<file path="src/rtl/tlb_rights_check.sv">
module tlb_rights_check #(
  parameter int AID_W = 31
) (
  input  logic                clk,
  input  logic                rst_n,
  input  logic                req_valid,
  input  logic [1:0]          acc_kind,
  input  logic [1:0]          priv,
  input  logic                phys_mode,
  input  logic                pid_check_en,
  input  logic [1:0]          addr_mode,
  input  logic [AID_W:0]      pid0,
  input  logic [AID_W:0]      pid1,
  input  logic [AID_W:0]      pid2,
  input  logic [AID_W:0]      pid3,
  input  logic [63:0]         va,
  input  logic                hit,
  input  logic [63:0]         ent_start,
  input  logic [63:0]         ent_pa,
  input  logic [1:0]          ent_pl1,
  input  logic [1:0]          ent_pl2,
  input  logic [2:0]          ent_type,
  input  logic [AID_W-1:0]    ent_aid,
  input  logic                ent_dirty,
  input  logic                ent_break,
  input  logic                ent_ref,
  output logic                out_valid,
  output logic [2:0]          rights,
  output logic                fault_valid,
  output logic [2:0]          fault_code,
  output logic [63:0]         phys_addr
);
  localparam int PID_W = AID_W + 1;

  localparam logic [1:0] K_PROBE = 2'd0;
  localparam logic [1:0] K_READ  = 2'd1;
  localparam logic [1:0] K_WRITE = 2'd2;
  localparam logic [1:0] K_EXEC  = 2'd3;

  localparam logic [2:0] F_IMISS = 3'd0;
  localparam logic [2:0] F_DMISS = 3'd1;
  localparam logic [2:0] F_PID   = 3'd2;
  localparam logic [2:0] F_IPROT = 3'd3;
  localparam logic [2:0] F_DACC  = 3'd4;
  localparam logic [2:0] F_DIRTY = 3'd5;
  localparam logic [2:0] F_BREAK = 3'd6;
  localparam logic [2:0] F_REF   = 3'd7;

  localparam logic [2:0] M_R = 3'b001;
  localparam logic [2:0] M_W = 3'b010;
  localparam logic [2:0] M_X = 3'b100;

  logic r_ok, w_ok, x_ok;
  assign r_ok = priv <= ent_pl1;
  assign w_ok = priv <= ent_pl2;
  assign x_ok = (ent_pl2 <= priv) && (priv <= ent_pl1);

  logic [2:0] type_rights;
  always_comb begin
    case (ent_type)
      3'd0:    type_rights = {1'b0, 1'b0, r_ok};
      3'd1:    type_rights = {1'b0, w_ok, r_ok};
      3'd2:    type_rights = {x_ok, 1'b0, r_ok};
      3'd3:    type_rights = {x_ok, w_ok, r_ok};
      default: type_rights = {x_ok, 1'b0, 1'b0};
    endcase
  end

  logic [PID_W-1:0] pid_key;
  logic             pid_hit;
  assign pid_key = {ent_aid, 1'b1};
  assign pid_hit = pid_check_en && (ent_aid != '0) &&
                   ((pid_key == pid0) || (pid_key == pid1) ||
                    (pid_key == pid2) || (pid_key == pid3));

  logic [2:0] need;
  always_comb begin
    case (acc_kind)
      K_READ:  need = M_R;
      K_WRITE: need = M_W;
      K_EXEC:  need = M_X;
      default: need = 3'b000;
    endcase
  end

  logic [2:0]  nx_rights;
  logic        nx_fv;
  logic [2:0]  nx_fc;
  logic [63:0] pre_addr;

  always_comb begin
    nx_rights = 3'b000;
    nx_fv     = 1'b0;
    nx_fc     = 3'd0;
    pre_addr  = 64'd0;
    if (phys_mode) begin
      nx_rights = 3'b111;
      pre_addr  = va;
    end else if (!hit) begin
      nx_fv = 1'b1;
      nx_fc = (acc_kind == K_EXEC) ? F_IMISS : F_DMISS;
    end else begin
      pre_addr  = ent_pa + (va - ent_start);
      nx_rights = pid_hit ? (type_rights & ~M_W) : type_rights;
      if (pid_hit && acc_kind == K_WRITE) begin
        nx_fv = 1'b1;
        nx_fc = F_PID;
      end else if (acc_kind == K_PROBE) begin
        nx_fv = 1'b0;
      end else if ((nx_rights & need) == 3'b000) begin
        nx_fv = 1'b1;
        nx_fc = (acc_kind == K_EXEC) ? F_IPROT : F_DACC;
      end else begin
        if (!ent_dirty) begin
          if (acc_kind == K_WRITE) begin
            nx_fv = 1'b1;
            nx_fc = F_DIRTY;
          end
          nx_rights = nx_rights & ~M_W;
        end
        if (ent_break) begin
          if (acc_kind == K_WRITE) begin
            nx_fv = 1'b1;
            nx_fc = F_BREAK;
          end
          nx_rights = nx_rights & ~M_W;
        end
        if (ent_ref) begin
          if (acc_kind != K_EXEC) begin
            nx_fv = 1'b1;
            nx_fc = F_REF;
          end
          nx_rights = nx_rights & M_X;
        end
      end
    end
  end

  logic [63:0] mapped;
  always_comb begin
    mapped = pre_addr;
    if (addr_mode == 2'd1) begin
      if (pre_addr[31:28] != 4'hF)
        mapped = {32'h0, pre_addr[31:0]};
      else if (pre_addr[27:24] != 4'h0)
        mapped = {32'hFFFF_FFFF, pre_addr[31:0]};
      else
        mapped = {4'hF, 36'h0, pre_addr[23:0]};
    end else if (addr_mode[1]) begin
      if (pre_addr[61:58] != 4'hF)
        mapped = {2'b00, pre_addr[61:0]};
      else if (pre_addr[57:54] != 4'h0)
        mapped = {2'b11, pre_addr[61:0]};
      else
        mapped = {4'hF, 6'h0, pre_addr[53:0]};
    end
  end

  always_ff @(posedge clk or negedge rst_n) begin
    if (!rst_n) begin
      out_valid   <= 1'b0;
      rights      <= 3'b000;
      fault_valid <= 1'b0;
      fault_code  <= 3'd0;
      phys_addr   <= 64'd0;
    end else begin
      out_valid <= req_valid;
      if (req_valid) begin
        rights      <= nx_rights;
        fault_valid <= nx_fv;
        fault_code  <= nx_fc;
        phys_addr   <= mapped;
      end
    end
  end
endmodule

</file>
<file path="config.mk">
export PLATFORM = sky130hd
export DESIGN_NAME = tlb_rights_check
export DESIGN_NICKNAME = d
export VERILOG_FILES = /design/src/rtl/tlb_rights_check.sv
export SDC_FILE = /design/constraint.sdc
export NUM_CORES = 1
export LEC_CHECK = 0
export ABC_AREA = 1
export ABC_CLOCK_PERIOD_IN_PS = 800
export BUFFER_PORTS_ARGS = -buffer_cell sky130_fd_sc_hd__buf_2
export CAP_MARGIN = 0
export CORE_MARGIN = 8
export CORE_UTILIZATION = 40
export DETAILED_ROUTE_END_ITERATION = 12
export PLACE_DENSITY = 0.66
export REMOVE_ABC_BUFFERS = 1
export SLEW_MARGIN = 20
export SYNTH_ARGS = -nofsm -noshare
export SYNTH_HDL_FRONTEND = slang
export SYNTH_SLANG_ARGS = --single-unit
</file>
<file path="constraint.sdc">
create_clock -name clk -period 0.8 [get_ports clk]
set_input_delay 0.08 -clock clk [delete_from_list [all_inputs] [get_ports clk]]
set_output_delay 0.08 -clock clk [all_outputs]
set_load 0.05 [all_outputs]
</file>
==> metrics.md <==
| Metric | Value |
|---|---|
| Hold EP | phys_addr[6] |
| # DRC | 0 |
| Crit end category | flop |
| F_max | 0.3242 GHz |
| Final Setup Violations | 143 |
| # IOs | 445 |
| RSZ-0062 raised after global routing | yes |
| Setup CP Type | in -> reg |
| Hold path cells | 3 |
| Largest net degree at the start of global routing | 37 |
| Clock Skew | 0 ns |
| Seq/Total Area, Yosys | 13.85% |
| Routability Congestion | 0.9923 |
| Slew margin rel. | 67.48% |
| Core Util, Final | 71.04% |
| Sw power | 18.36 mW |
| Clock power frac | 12.2% |
| Clock root cell | clkbuf_16 |
| Ys Warns | 0 |
| Max Cap Viol | 0 |
| DIE AREA | 38540 um2 |
| Final ANT Viol Nets | 0 |
| Final hold violation count | 0 |
| Vias in the first global route | 19.00k |
| Nets | 3689 |
| CTS Sinks | 72 |
| First-pass GRT wire length | 104600 um |
| Worst min path class | in -> reg |
| Internal Power | 18.73 mW |
| Required @ worst endpoint | 1.10 ns |
| Area Overhead vs Synth | 76.35% |
| Syn avg cell area | 5.699 um2 |
| EDFF count, synth | 0 |
| Post-synth top flop | dfrtp_1 |
| Register-to-register setup slack | -0.14 ns |
| Static leakage | 12.59 nW |
| Die height | 196.3 um |
| Post-DP HPWL | 55850 um |
| Count of different cell masters after synthesis | 44 |
| Share of cells above drive strength 1 | 46.99% |
| Initial Util | 40.28% |
| Final WL | 78470 um |
| Vias | 19.66k |
| Min-delay src | va[6] |
| Global Route Usage Sum | 34.66% |
| CTS tree | built |
| R2R Path End | phys_addr[0] |
| Reg clk slew, reported paths | 0.08 ns |
| Htree depth | 3 |
| Iter 0 DRT Violations | 1912 |
| Multi-input gate area | 11160 um2 |
| CTS buffer count | 9 |
| Violated checks | setup timing |
| Port bufs | 444 |
| Seq pwr share | 12.3% |
| CP startpoint kind | input port |
| Remaining Overflow, GRT | 0 |
| Worst skew pair latency | 0.37 ns |
| FF+latch area | 1803 um2 |
| Crit share post-route | 385.6% |
| R2R Path Start | phys_addr[0] |
| Final worst slack | -2.285 ns |
| Slew Viols, Final | 0 |
| Initial antenna violation count | 13 |
| Dpl ws | -2.475 ns |
| Cell Pwr Density | 1617 nW/um2 |
| Core area | 32290 um2 |
| Reg2reg path depth | 4 |
| Cell area after synthesis | 13010 um2 |
| Filler cell count | 2456 |
| Row Count | 66 |
| Arr. time, crit path | 3.39 ns |
| Die width | 196.3 um |
| Total power | 37.09 mW |
| Tmin final | 3.085 ns |
| VDD IR max | 1408 uV |
| Switching share of power | 49.50% |
| Worst slew pin tran | 0.4877 ns |
| CP max FO | 6 |
| Clock tree buffer depth | 2 |
| Routed vias/inst | 5.389 |
| Status | complete, but fails checks |
| Gate Count Post-Synth | 2282 |
| Synth async-reset ratio | 100.0% |
| Combinational fraction of design power | 75.6% |
| First-pass detailed-route iteration total | 9 |
| Routed length per instance | 21.52 um |
| Flip-flop and latch count after synthesis | 72 |
metal layers:
layer	GRT usage, %	vias to the layer above	part of all wire [%]
met3	5.706	427	8.8
met2	60.28	1271	47
li1	-	8766	-
met1	42.68	9189	38
met5	0	-	0.017
met4	12.44	2	6.3
final cells by class:
class	instances	share of cell area (%)
antenna	15	0.1636
clock buffer	11	1.058
clock inverter	5	0.2455
inverter	553	9.263
multi-input combinational	1621	48.65
sequential	72	7.861
tap	442	2.411
timing repair buffer	927	30.28
timing repair inverter	1	0.07091
synth_stat cells (32+ instances only):
library cell / number / share of area (%)
a21oi_1: 120 / 4.6
a21oi_2: 32 / 2.2
dfrtp_1: 72 / 14
fa_1: 63 / 9.7
ha_1: 68 / 6.5
inv_1: 548 / 16
nand2_1: 702 / 20
nand3_1: 79 / 3.0
nor2_1: 249 / 7.2
o21ai_0: 81 / 3.1
o22ai_1: 34 / 1.6
xnor2_1: 33 / 2.2
cell usage in the layout (no fill, tap or decap), types with 15 or more instances in the layout:
cell     synthesis  final
a21oi_1        120     74
a21oi_2         32     71
buf_12           0     19
buf_2            0    343
buf_4            0    417
buf_6            3    139
dfrtp_1         72     71
diode_2          0     15
fa_1            63     60
ha_1            68     15
ha_4             0     50
inv_1          548    467
inv_2            4     74
nand2_1        702    539
nand2_2          8    131
nand2_4          0     40
nand3_1         79     48
nand3_2          6     26
nand4_1         20     20
nor2_1         249    189
nor2_2           6     45
nor2_4           1     22
o21ai_0         81     43
o21ai_1          3     36
o22ai_1         34     29
xnor2_1         33     33
how the worst max path moves through the flow:
stage	from	endpoint	slack (ns)	depth (start not counted)
finish	ent_pa[3]	phys_addr[43]	-2.28	23
global placement	va[9]	phys_addr[55]	-2.44	24
global route	ent_pa[3]	phys_addr[46]	-2.39	24
CTS	ent_start[10]	phys_addr[33]	-1.75	25
floorplan	va[7]	phys_addr[53]	-2.18	21
detailed placement	va[8]	phys_addr[46]	-2.48	24
cell families (layout without fill, tap and decap cells):
| logic type | after synthesis | in the layout | share of synthesized area [%] |
|---|---|---|---|
| other cells | 0 | 15 | 0 |
| xor+xnor | 36 | 36 | 2.424 |
| fa+ha+maj | 131 | 131 | 16.24 |
| simple gates | 1126 | 1126 | 35.21 |
| flops | 72 | 72 | 13.85 |
| compound gates | 328 | 328 | 15.10 |
| buf+inv | 589 | 1497 | 17.17 |
metrics by stage:
step / cells / instance area [um2] / hold slack [ns] / setup TNS (ns)
finish: 3647 / 22940 / 0.01534 / -139.30
global route: 3644 / 22930 / 0.03421 / -145.26
CTS: 3588 / 21590 / 0.01389 / -109.08
detailed placement: 3501 / 18600 / -0.05769 / -138.22
global placement: 3501 / 18600 / -0.06163 / -135.90
floorplan: 2246 / 12850 / -0.2156 / -109.83
state kept, by name, indices dropped and copies added (netlist names):
signal       flops
fault_code       3
phys_addr       64
fault_valid      1
rights           3
out_valid        1
critical path, cell delays in order:
cell and delay (ns):
buf_2 0.09, inv_2 0.10, fa_1 0.72, inv_2 0.10, ha_4 0.35, nand3_2 0.12, nand3_4 0.11, nand2_2 0.08
nand2_4 0.09, nand3_1 0.11, nand2_2 0.13, nand2_2 0.09, nand3b_1 0.11, nand3_2 0.07, nand2_2 0.12, nand2_2 0.09
nor2_4 0.10, nand3_2 0.10, nand2_4 0.12, buf_12 0.12, clkinv_8 0.06, buf_12 0.14, a21oi_2 0.13
power by group through the flow:
stage | Clock, mW | Combinational, mW | Sequential, mW
after floorplan | 0 | 8.78 | 6.11
after global placement | 0 | 19.2 | 4.46
after detailed placement | 0 | 19.5 | 4.47
after CTS | 4.41 | 24.0 | 4.51
after global routing | 4.61 | 29.6 | 4.57
final | 4.52 | 28.0 | 4.55
timing repair:
action	in CTS	in global routing
endpoints found under the setup margin	143	143
hold buffers	1	0
endpoints found under the hold margin	72	0
resized for setup	589	273
setup buffers	76	54
gates cloned	2	1
pin swaps	150	182
Power figures use the tool's default switching activity.
